## src/rtl/tmr_pkg.sv

```systemverilog
package tmr_pkg;
  localparam int N_CH   = 2;
  localparam int BYTE_W = 8;
  localparam int WORD_W = 2 * BYTE_W;

  typedef enum logic [1:0] {SRC_EXT = 2'd0, SRC_INT = 2'd1, SRC_BAD = 2'd2, SRC_CHAIN = 2'd3} src_e;
  typedef enum logic [2:0] {
    IX_CTL = 3'd0, IX_STS = 3'd1, IX_CMPA = 3'd2, IX_CMPB = 3'd3, IX_CNT = 3'd4, IX_PACE = 3'd5
  } reg_ix_e;

  localparam logic [1:0] CLR_ON_A = 2'd1;
  localparam logic [1:0] CLR_ON_B = 2'd2;

  localparam logic [BYTE_W-1:0] CTL_MASK  = 8'hF8;
  localparam logic [BYTE_W-1:0] STS_MASK  = 8'h3F;
  localparam logic [BYTE_W-1:0] PACE_MASK = 8'h9F;
  localparam logic [BYTE_W-1:0] STS1_RST  = 8'h10;

  typedef struct packed {
    logic [WORD_W-1:0] nxt;
    logic              hit_a;
    logic              hit_b;
    logic              wrap;
  } step_t;

  // Low-bit mask of the shared prescaler that must be all ones for a tick.
  function automatic logic [WORD_W-1:0] div_mask(input logic [2:0] sel);
    case (sel)
      3'd1:    return 16'h0000;
      3'd2:    return 16'h0001;
      3'd3:    return 16'h0007;
      3'd4:    return 16'h001F;
      3'd5:    return 16'h003F;
      3'd6:    return 16'h03FF;
      3'd7:    return 16'h1FFF;
      default: return 16'h0000;
    endcase
  endfunction

  // One advance of a counter: match flags, clear and wrap.
  function automatic step_t count_step(input logic [WORD_W-1:0] cnt,
                                       input logic [WORD_W-1:0] a,
                                       input logic [WORD_W-1:0] b,
                                       input logic [1:0]        clr,
                                       input logic              wide);
    step_t             r;
    logic [WORD_W-1:0] top;
    logic              clear;
    top     = wide ? {WORD_W{1'b1}} : {{BYTE_W{1'b0}}, {BYTE_W{1'b1}}};
    r.hit_a = (cnt == a);
    r.hit_b = (cnt == b);
    clear   = (clr == CLR_ON_A && r.hit_a) || (clr == CLR_ON_B && r.hit_b);
    r.wrap  = !clear && (cnt == top);
    r.nxt   = (clear || r.wrap) ? '0 : cnt + 1'b1;
    return r;
  endfunction

  function automatic logic wide_allowed(input logic [3:0] addr);
    return !addr[0] && (addr[3:1] inside {IX_CMPA, IX_CMPB, IX_CNT, IX_PACE});
  endfunction
endpackage

```

## src/rtl/tmr_prescaler.sv

```systemverilog
module tmr_prescaler
  import tmr_pkg::*;
#(
  parameter int PRESC_W = 13
) (
  input  logic                  clk,
  input  logic                  rst_n,
  input  logic [N_CH-1:0][2:0]  div_sel,
  output logic [N_CH-1:0]       tick
);
  logic [PRESC_W-1:0] pcnt;

  always_ff @(posedge clk or negedge rst_n) begin
    if (!rst_n) pcnt <= '0;
    else        pcnt <= pcnt + 1'b1;
  end

  for (genvar c = 0; c < N_CH; c++) begin : g_tick
    logic [PRESC_W-1:0] m;
    assign m       = PRESC_W'(div_mask(div_sel[c]));
    assign tick[c] = (div_sel[c] != 3'd0) && ((pcnt & m) == m);
  end
endmodule

```

## src/rtl/tmr_regfile.sv

```systemverilog
module tmr_regfile
  import tmr_pkg::*;
(
  input  logic                         clk,
  input  logic                         rst_n,
  input  logic                         bus_wr,
  input  logic                         bus_wide,
  input  logic [3:0]                   bus_addr,
  input  logic [WORD_W-1:0]            bus_wdata,
  input  logic [N_CH-1:0][BYTE_W-1:0]  cnt_q,
  output logic [N_CH-1:0][BYTE_W-1:0]  ctl_q,
  output logic [N_CH-1:0][BYTE_W-1:0]  sts_q,
  output logic [N_CH-1:0][BYTE_W-1:0]  cmpa_q,
  output logic [N_CH-1:0][BYTE_W-1:0]  cmpb_q,
  output logic [N_CH-1:0][BYTE_W-1:0]  pace_q,
  output logic [N_CH-1:0]              cnt_wr,
  output logic [N_CH-1:0][BYTE_W-1:0]  cnt_wdata,
  output logic [WORD_W-1:0]            bus_rdata
);
  logic [2:0]                  ix;
  logic                        wide_ok;
  logic [N_CH-1:0][BYTE_W-1:0] rd_byte;

  assign ix      = bus_addr[3:1];
  assign wide_ok = wide_allowed(bus_addr);

  for (genvar c = 0; c < N_CH; c++) begin : g_ch
    logic              hit;
    logic [BYTE_W-1:0] wb;
    assign hit = bus_wr && (bus_wide ? wide_ok : (bus_addr[0] == 1'(c)));
    assign wb  = bus_wide ? bus_wdata[WORD_W-1-BYTE_W*c -: BYTE_W] : bus_wdata[BYTE_W-1:0];

    always_ff @(posedge clk or negedge rst_n) begin
      if (!rst_n) begin
        ctl_q[c]  <= '0;
        sts_q[c]  <= (c == 1) ? STS1_RST : '0;
        cmpa_q[c] <= '1;
        cmpb_q[c] <= '1;
        pace_q[c] <= '0;
      end else if (hit) begin
        case (ix)
          IX_CTL:  ctl_q[c]  <= wb & CTL_MASK;
          IX_STS:  sts_q[c]  <= wb & STS_MASK;
          IX_CMPA: cmpa_q[c] <= wb;
          IX_CMPB: cmpb_q[c] <= wb;
          IX_PACE: pace_q[c] <= wb & PACE_MASK;
          default: ;
        endcase
      end
    end

    assign cnt_wr[c]    = hit && (ix == IX_CNT);
    assign cnt_wdata[c] = wb;

    always_comb begin
      case (ix)
        IX_CTL:  rd_byte[c] = ctl_q[c];
        IX_STS:  rd_byte[c] = (c == 1) ? ((sts_q[c] & 8'h0F) | STS1_RST) : sts_q[c];
        IX_CMPA: rd_byte[c] = cmpa_q[c];
        IX_CMPB: rd_byte[c] = cmpb_q[c];
        IX_CNT:  rd_byte[c] = cnt_q[c];
        IX_PACE: rd_byte[c] = pace_q[c];
        default: rd_byte[c] = '1;
      endcase
    end
  end

  always_comb begin
    if (bus_wide) bus_rdata = wide_ok ? {rd_byte[0], rd_byte[1]} : '1;
    else          bus_rdata = {{BYTE_W{1'b0}}, rd_byte[bus_addr[0]]};
  end
endmodule

```

## src/rtl/tmr_counter_core.sv

```systemverilog
module tmr_counter_core
  import tmr_pkg::*;
(
  input  logic                         clk,
  input  logic                         rst_n,
  input  logic [N_CH-1:0][BYTE_W-1:0]  ctl_q,
  input  logic [N_CH-1:0][BYTE_W-1:0]  cmpa_q,
  input  logic [N_CH-1:0][BYTE_W-1:0]  cmpb_q,
  input  logic [N_CH-1:0][BYTE_W-1:0]  pace_q,
  input  logic [N_CH-1:0]              ptick,
  input  logic [N_CH-1:0]              cnt_wr,
  input  logic [N_CH-1:0][BYTE_W-1:0]  cnt_wdata,
  output logic [N_CH-1:0][BYTE_W-1:0]  cnt_q,
  output logic                         chained16,
  output logic                         evt_a0,
  output logic [N_CH-1:0]              irq_cma,
  output logic [N_CH-1:0]              irq_cmb,
  output logic [N_CH-1:0]              irq_ovf
);
  src_e  src0, src1;
  logic  tick0, tick1, adv16, adv0, adv1;
  step_t s16, s0, s1;

  assign src0      = src_e'(pace_q[0][4:3]);
  assign src1      = src_e'(pace_q[1][4:3]);
  assign chained16 = (src0 == SRC_CHAIN);

  assign s16 = count_step({cnt_q[0], cnt_q[1]}, {cmpa_q[0], cmpa_q[1]},
                          {cmpb_q[0], cmpb_q[1]}, ctl_q[0][4:3], 1'b1);
  assign s0  = count_step({8'h00, cnt_q[0]}, {8'h00, cmpa_q[0]},
                          {8'h00, cmpb_q[0]}, ctl_q[0][4:3], 1'b0);
  assign s1  = count_step({8'h00, cnt_q[1]}, {8'h00, cmpa_q[1]},
                          {8'h00, cmpb_q[1]}, ctl_q[1][4:3], 1'b0);

  assign tick0  = ptick[0] && (src0 == SRC_INT || chained16);
  assign adv16  = chained16 && tick0 && !(|cnt_wr);
  assign adv0   = !chained16 && tick0 && !cnt_wr[0];
  assign evt_a0 = adv0 && s0.hit_a;

  always_comb begin
    tick1 = 1'b0;
    if (!chained16) begin
      if (src1 == SRC_INT)        tick1 = ptick[1];
      else if (src1 == SRC_CHAIN) tick1 = evt_a0;
    end
  end
  assign adv1 = tick1 && !cnt_wr[1];

  always_ff @(posedge clk or negedge rst_n) begin
    if (!rst_n) begin
      cnt_q <= '0;
    end else begin
      if (adv16) begin
        cnt_q[0] <= s16.nxt[WORD_W-1:BYTE_W];
        cnt_q[1] <= s16.nxt[BYTE_W-1:0];
      end else begin
        if (cnt_wr[0])  cnt_q[0] <= cnt_wdata[0];
        else if (adv0)  cnt_q[0] <= s0.nxt[BYTE_W-1:0];
        if (cnt_wr[1])  cnt_q[1] <= cnt_wdata[1];
        else if (adv1)  cnt_q[1] <= s1.nxt[BYTE_W-1:0];
      end
    end
  end

  always_ff @(posedge clk or negedge rst_n) begin
    if (!rst_n) begin
      irq_cma <= '0;
      irq_cmb <= '0;
      irq_ovf <= '0;
    end else begin
      irq_cma[0] <= ((adv16 && s16.hit_a) || (adv0 && s0.hit_a)) && ctl_q[0][6];
      irq_cmb[0] <= ((adv16 && s16.hit_b) || (adv0 && s0.hit_b)) && ctl_q[0][7];
      irq_ovf[0] <= ((adv16 && s16.wrap)  || (adv0 && s0.wrap))  && ctl_q[0][5];
      irq_cma[1] <= adv1 && s1.hit_a && ctl_q[1][6];
      irq_cmb[1] <= adv1 && s1.hit_b && ctl_q[1][7];
      irq_ovf[1] <= adv1 && s1.wrap  && ctl_q[1][5];
    end
  end
endmodule

```

## src/rtl/dual_cmp_timer.sv

```systemverilog
module dual_cmp_timer
  import tmr_pkg::*;
#(
  parameter int PRESC_W = 13
) (
  input  logic        clk,
  input  logic        rst_n,
  input  logic        bus_wr,
  input  logic        bus_wide,
  input  logic [3:0]  bus_addr,
  input  logic [15:0] bus_wdata,
  output logic [15:0] bus_rdata,
  output logic [1:0]  irq_cma,
  output logic [1:0]  irq_cmb,
  output logic [1:0]  irq_ovf
);
  logic [N_CH-1:0][BYTE_W-1:0] ctl_q, sts_q, cmpa_q, cmpb_q, pace_q, cnt_q, cnt_wdata;
  logic [N_CH-1:0]             cnt_wr, ptick;
  logic [N_CH-1:0][2:0]        div_sel;
  logic                        chained16, evt_a0;

  for (genvar c = 0; c < N_CH; c++) begin : g_sel
    assign div_sel[c] = pace_q[c][2:0];
  end

  tmr_regfile u_regs (
    .clk(clk), .rst_n(rst_n), .bus_wr(bus_wr), .bus_wide(bus_wide),
    .bus_addr(bus_addr), .bus_wdata(bus_wdata), .cnt_q(cnt_q),
    .ctl_q(ctl_q), .sts_q(sts_q), .cmpa_q(cmpa_q), .cmpb_q(cmpb_q),
    .pace_q(pace_q), .cnt_wr(cnt_wr), .cnt_wdata(cnt_wdata), .bus_rdata(bus_rdata)
  );

  tmr_prescaler #(.PRESC_W(PRESC_W)) u_presc (
    .clk(clk), .rst_n(rst_n), .div_sel(div_sel), .tick(ptick)
  );

  tmr_counter_core u_core (
    .clk(clk), .rst_n(rst_n), .ctl_q(ctl_q), .cmpa_q(cmpa_q), .cmpb_q(cmpb_q),
    .pace_q(pace_q), .ptick(ptick), .cnt_wr(cnt_wr), .cnt_wdata(cnt_wdata),
    .cnt_q(cnt_q), .chained16(chained16), .evt_a0(evt_a0),
    .irq_cma(irq_cma), .irq_cmb(irq_cmb), .irq_ovf(irq_ovf)
  );
endmodule

```

## config.mk

```make
export PLATFORM = sky130hd
export DESIGN_NAME = dual_cmp_timer
export DESIGN_NICKNAME = d
export VERILOG_FILES = /design/src/rtl/tmr_pkg.sv /design/src/rtl/tmr_prescaler.sv /design/src/rtl/tmr_regfile.sv /design/src/rtl/tmr_counter_core.sv /design/src/rtl/dual_cmp_timer.sv
export SDC_FILE = /design/constraint.sdc
export NUM_CORES = 1
export LEC_CHECK = 0
export ABC_AREA = 1
export BUFFER_PORTS_ARGS = -buffer_cell sky130_fd_sc_hd__buf_2
export CAP_MARGIN = 20
export CORE_UTILIZATION = 28
export DETAILED_ROUTE_END_ITERATION = 7
export GPL_ROUTABILITY_DRIVEN = 0
export PLACE_DENSITY = 0.41
export SYNTH_ARGS = -nofsm -noshare
export SYNTH_HDL_FRONTEND = slang
export SYNTH_SLANG_ARGS = --single-unit
```

## constraint.sdc

```tcl
create_clock -name clk -period 2.95 [get_ports clk]
set_input_delay 0.59 -clock clk [delete_from_list [all_inputs] [get_ports clk]]
set_output_delay 0.59 -clock clk [all_outputs]
set_load 0.05 [all_outputs]
```

==> results.ini <==
[finish]
final_cells=1313
synthToLayoutAreaGrowth_pct=16.1
drive_gt1_share_pct=17.3
fill_cells=2521
diodes=0
regArea_mm2=0.00252
layout.nets=1022
multi_input_area_mm2=0.00339

[drt]
drc=0
num_vias=6185
wire_per_inst_um=18.8
drt-total-wl_um=24700
viasPerCell=4.71
firstDrtPassIters=5
postRouteAntennaNets=0
drtIter0Drc=356

[clock_tree]
cts_tree=built
clock-sinks=99
clk_pin_slew_ps=80
ctsHoldBuffers=0
cts_root_buf=clkbuf_16
clockBufferDepth=2
clkLatencyLatePin_ps=360
htree_levels=3
cts_buffers=9

[yosys]
ys_warn_count=0
synth_edf_count=0
yosysSeqAreaShare_pct=38.4
syn_area_mm2=0.00655
synth.area.top_cells=dfrtp_1 26%, nand2_1 17%, dfstp_2 13%
synth_top_area_share_pct=25.6
synthArstFlopShare_pct=100
syn_area_per_cell_um2=7.02
synth_cells=933
synth_top_area_cell=dfrtp_1
synth_cell_types=42
synth-seq-cells=99
synthFlopType=dfrtp_1
syn_nets=960

[sta]
finalHoldViolations=0
grt_setup_unrepaired=no
hold_slack_ps=184
fmax_ghz=0.362
skew_ps=13.0
worst_slack_ps=189
tns_ps=0
drv_slew=0
worstMarginPinSlew_ps=589
timing.final.crit_share_pct=93.6
finalSetupViolCount=0
slew_headroom_pct=60.6
fin_crit_ps=2760

[global_route]
antenna_found_initial=0
track_usage_pct=21.7
grt_pass1_vias=6292
grt_max_degree=44
grt_overflow=0
grt_pass1_wl_um=38400

[worst_hold_path]
hold_path_class=primary input to asynchronous set/reset pin

[setup_path]
cp-end-kind=primary output
critPathKind=primary input to primary output
crit_chain=buf_2, inv_2, nand2_2, inv_1, nand2_1, buf_4, o22ai_1, nor3_1, nand2_1, o21ai_0, o21ai_1, buf_2
critPathTopFamily=buffers and inverters
critPathLaunchType=primary input
cp_slowest_stage_delay_ps=320
critPathSlowestCell=buf_2
critPathBufInv=5
path_max_fanout=8
cp.arrival_ps=2170
cp.required_ps=2360

[die]
rows=55
dieArea_mm2=0.0240
chipHeight_um=155
start_util_pct=28.8
io_pins=46
fp.dieW_um=155
coreArea_mm2=0.0228

[status]
run_status=complete, no violations

[placement]
io_buffer_count=45
placed_cells=1297
place_ws_ps=127
dp_hpwl_um=19300

[run]
maxCapViolCount=0

[power_and_ir_drop]
ir_drop_mv=0.375
power.density_mw_per_mm2=767
leakagePower_nw=3.72

-- layer usage --
layer	up-vias	part of all wire [%]	track usage, %
li1	3116	-	-
met1	2921	48	29.9
met2	122	46	35.5
met3	26	3.0	2.53
met4	0	2.3	6.65
met5	-	0	0
-- power by group --
group | switching, mW | total, mW | internal [mW]
logic | 1.53 | 2.31 | 0.775
registers | 0.422 | 2.18 | 1.76
clock network | 0.613 | 1.34 | 0.726
total | 2.57 | 5.83 | 3.26
-- Yosys cell counts, types with 3 or more instances --
cell         n
dfstp_2     32
o21ai_0    101
a22oi_1      3
buf_6        4
nand3_1     64
xor2_1      29
ha_1         3
xnor2_1     11
inv_2       10
nor2_1      61
mux2_2       3
nor2_2       6
a21oi_1     19
a2111oi_0    3
nand2_4      4
clkbuf_1     8
nand2_2      7
nand4_1      9
o22ai_1     19
o2111ai_1    7
buf_4        7
nor2_4       5
nor3_1      10
nand3_2      4
nand2_1    293
inv_1      119
buf_2        7
dfrtp_1     67
-- repair_timing --
action,in CTS,in global routing
setup endpoints to repair,0,3
endpoints found under the hold margin,0,0
setup buffers,0,0
resized for setup,0,4
-- final cells by class --
type                       count  area share, %
multi-input combinational    678           44.6
sequential                    99           33.1
inverter                     130           6.45
timing repair buffer          77           6.32
tap                          313           5.15
clock buffer                  10           3.29
clock inverter                 6           1.05
-- per-stage QoR --
stage | total power [mW] | util [%] | area [um2]
after floorplan | 3.69 | - | 6550
after global placement | 4.52 | 31.9 | 7260
after detailed placement | 4.49 | 31.9 | 7260
after CTS | 5.86 | 33.3 | 7590
after global routing | 6.25 | 33.4 | 7600
final | 5.83 | 33.4 | 7600
-- registers in the layout, indices dropped and copies added, names as in the netlist --
| signal | flops |
|---|---|
| u_regs.cmpa_q | 16 |
| u_regs.cmpb_q | 16 |
| u_regs.sts_q | 10 |
| u_core.irq_cmb | 2 |
| u_regs.pace_q | 12 |
| u_regs.ctl_q | 10 |
| u_presc.pcnt | 13 |
| u_core.cnt_q | 16 |
| u_core.irq_ovf | 2 |
| u_core.irq_cma | 2 |
-- final timing paths --
kind	startpoint	endpoint	slack, ps	cells after the start
setup reg to reg	u_core.cnt_q[12]$_DFFE_PN0P_	u_core.cnt_q[2]$_DFFE_PN0P_	670	11
max in group asynchronous	rst_n	u_regs.cmpa_q[13]$_DFFE_PN1P_	1990	2
min in group clk	u_presc.pcnt[12]$_DFF_PN0_	u_presc.pcnt[12]$_DFF_PN0_	480	1
hold reg to reg	u_presc.pcnt[12]$_DFF_PN0_	u_presc.pcnt[12]$_DFF_PN0_	480	1
setup / recovery	bus_addr[3]	bus_rdata[4]	190	12
hold / removal	rst_n	u_regs.ctl_q[4]$_DFFE_PN0P_	180	1
-- placed cells by master, fill, tap and decap left out, types with 7 or more instances in the layout --
cell / n
a21oi_1: 19
nand4_1: 9
dfrtp_1: 67
nor3_1: 10
dfstp_2: 32
nor2_1: 61
o21ai_0: 99
xnor2_1: 11
inv_1: 119
nand3_1: 64
buf_2: 44
o2111ai_1: 7
inv_2: 10
nand2_2: 7
o22ai_1: 19
clkbuf_16: 10
buf_4: 32
nand2_1: 293
xor2_1: 29
-- cell families (layout without fill, tap and decap cells) --
kind of cell               after synthesis  in the layout  synth area share (%)
and+or+nand+nor                        472            472                  31.5
xor gates and xnor gates                40             40                  5.35
buffers and inverters                  156            223                  9.97
adders and majority gates                3              3                 0.573
AOI/OAI and AO/OA                      160            160                  13.7
DFF                                     99             99                  38.4
muxes                                    3              3                 0.516
No activity file was read; power rests on OpenSTA's default activity.
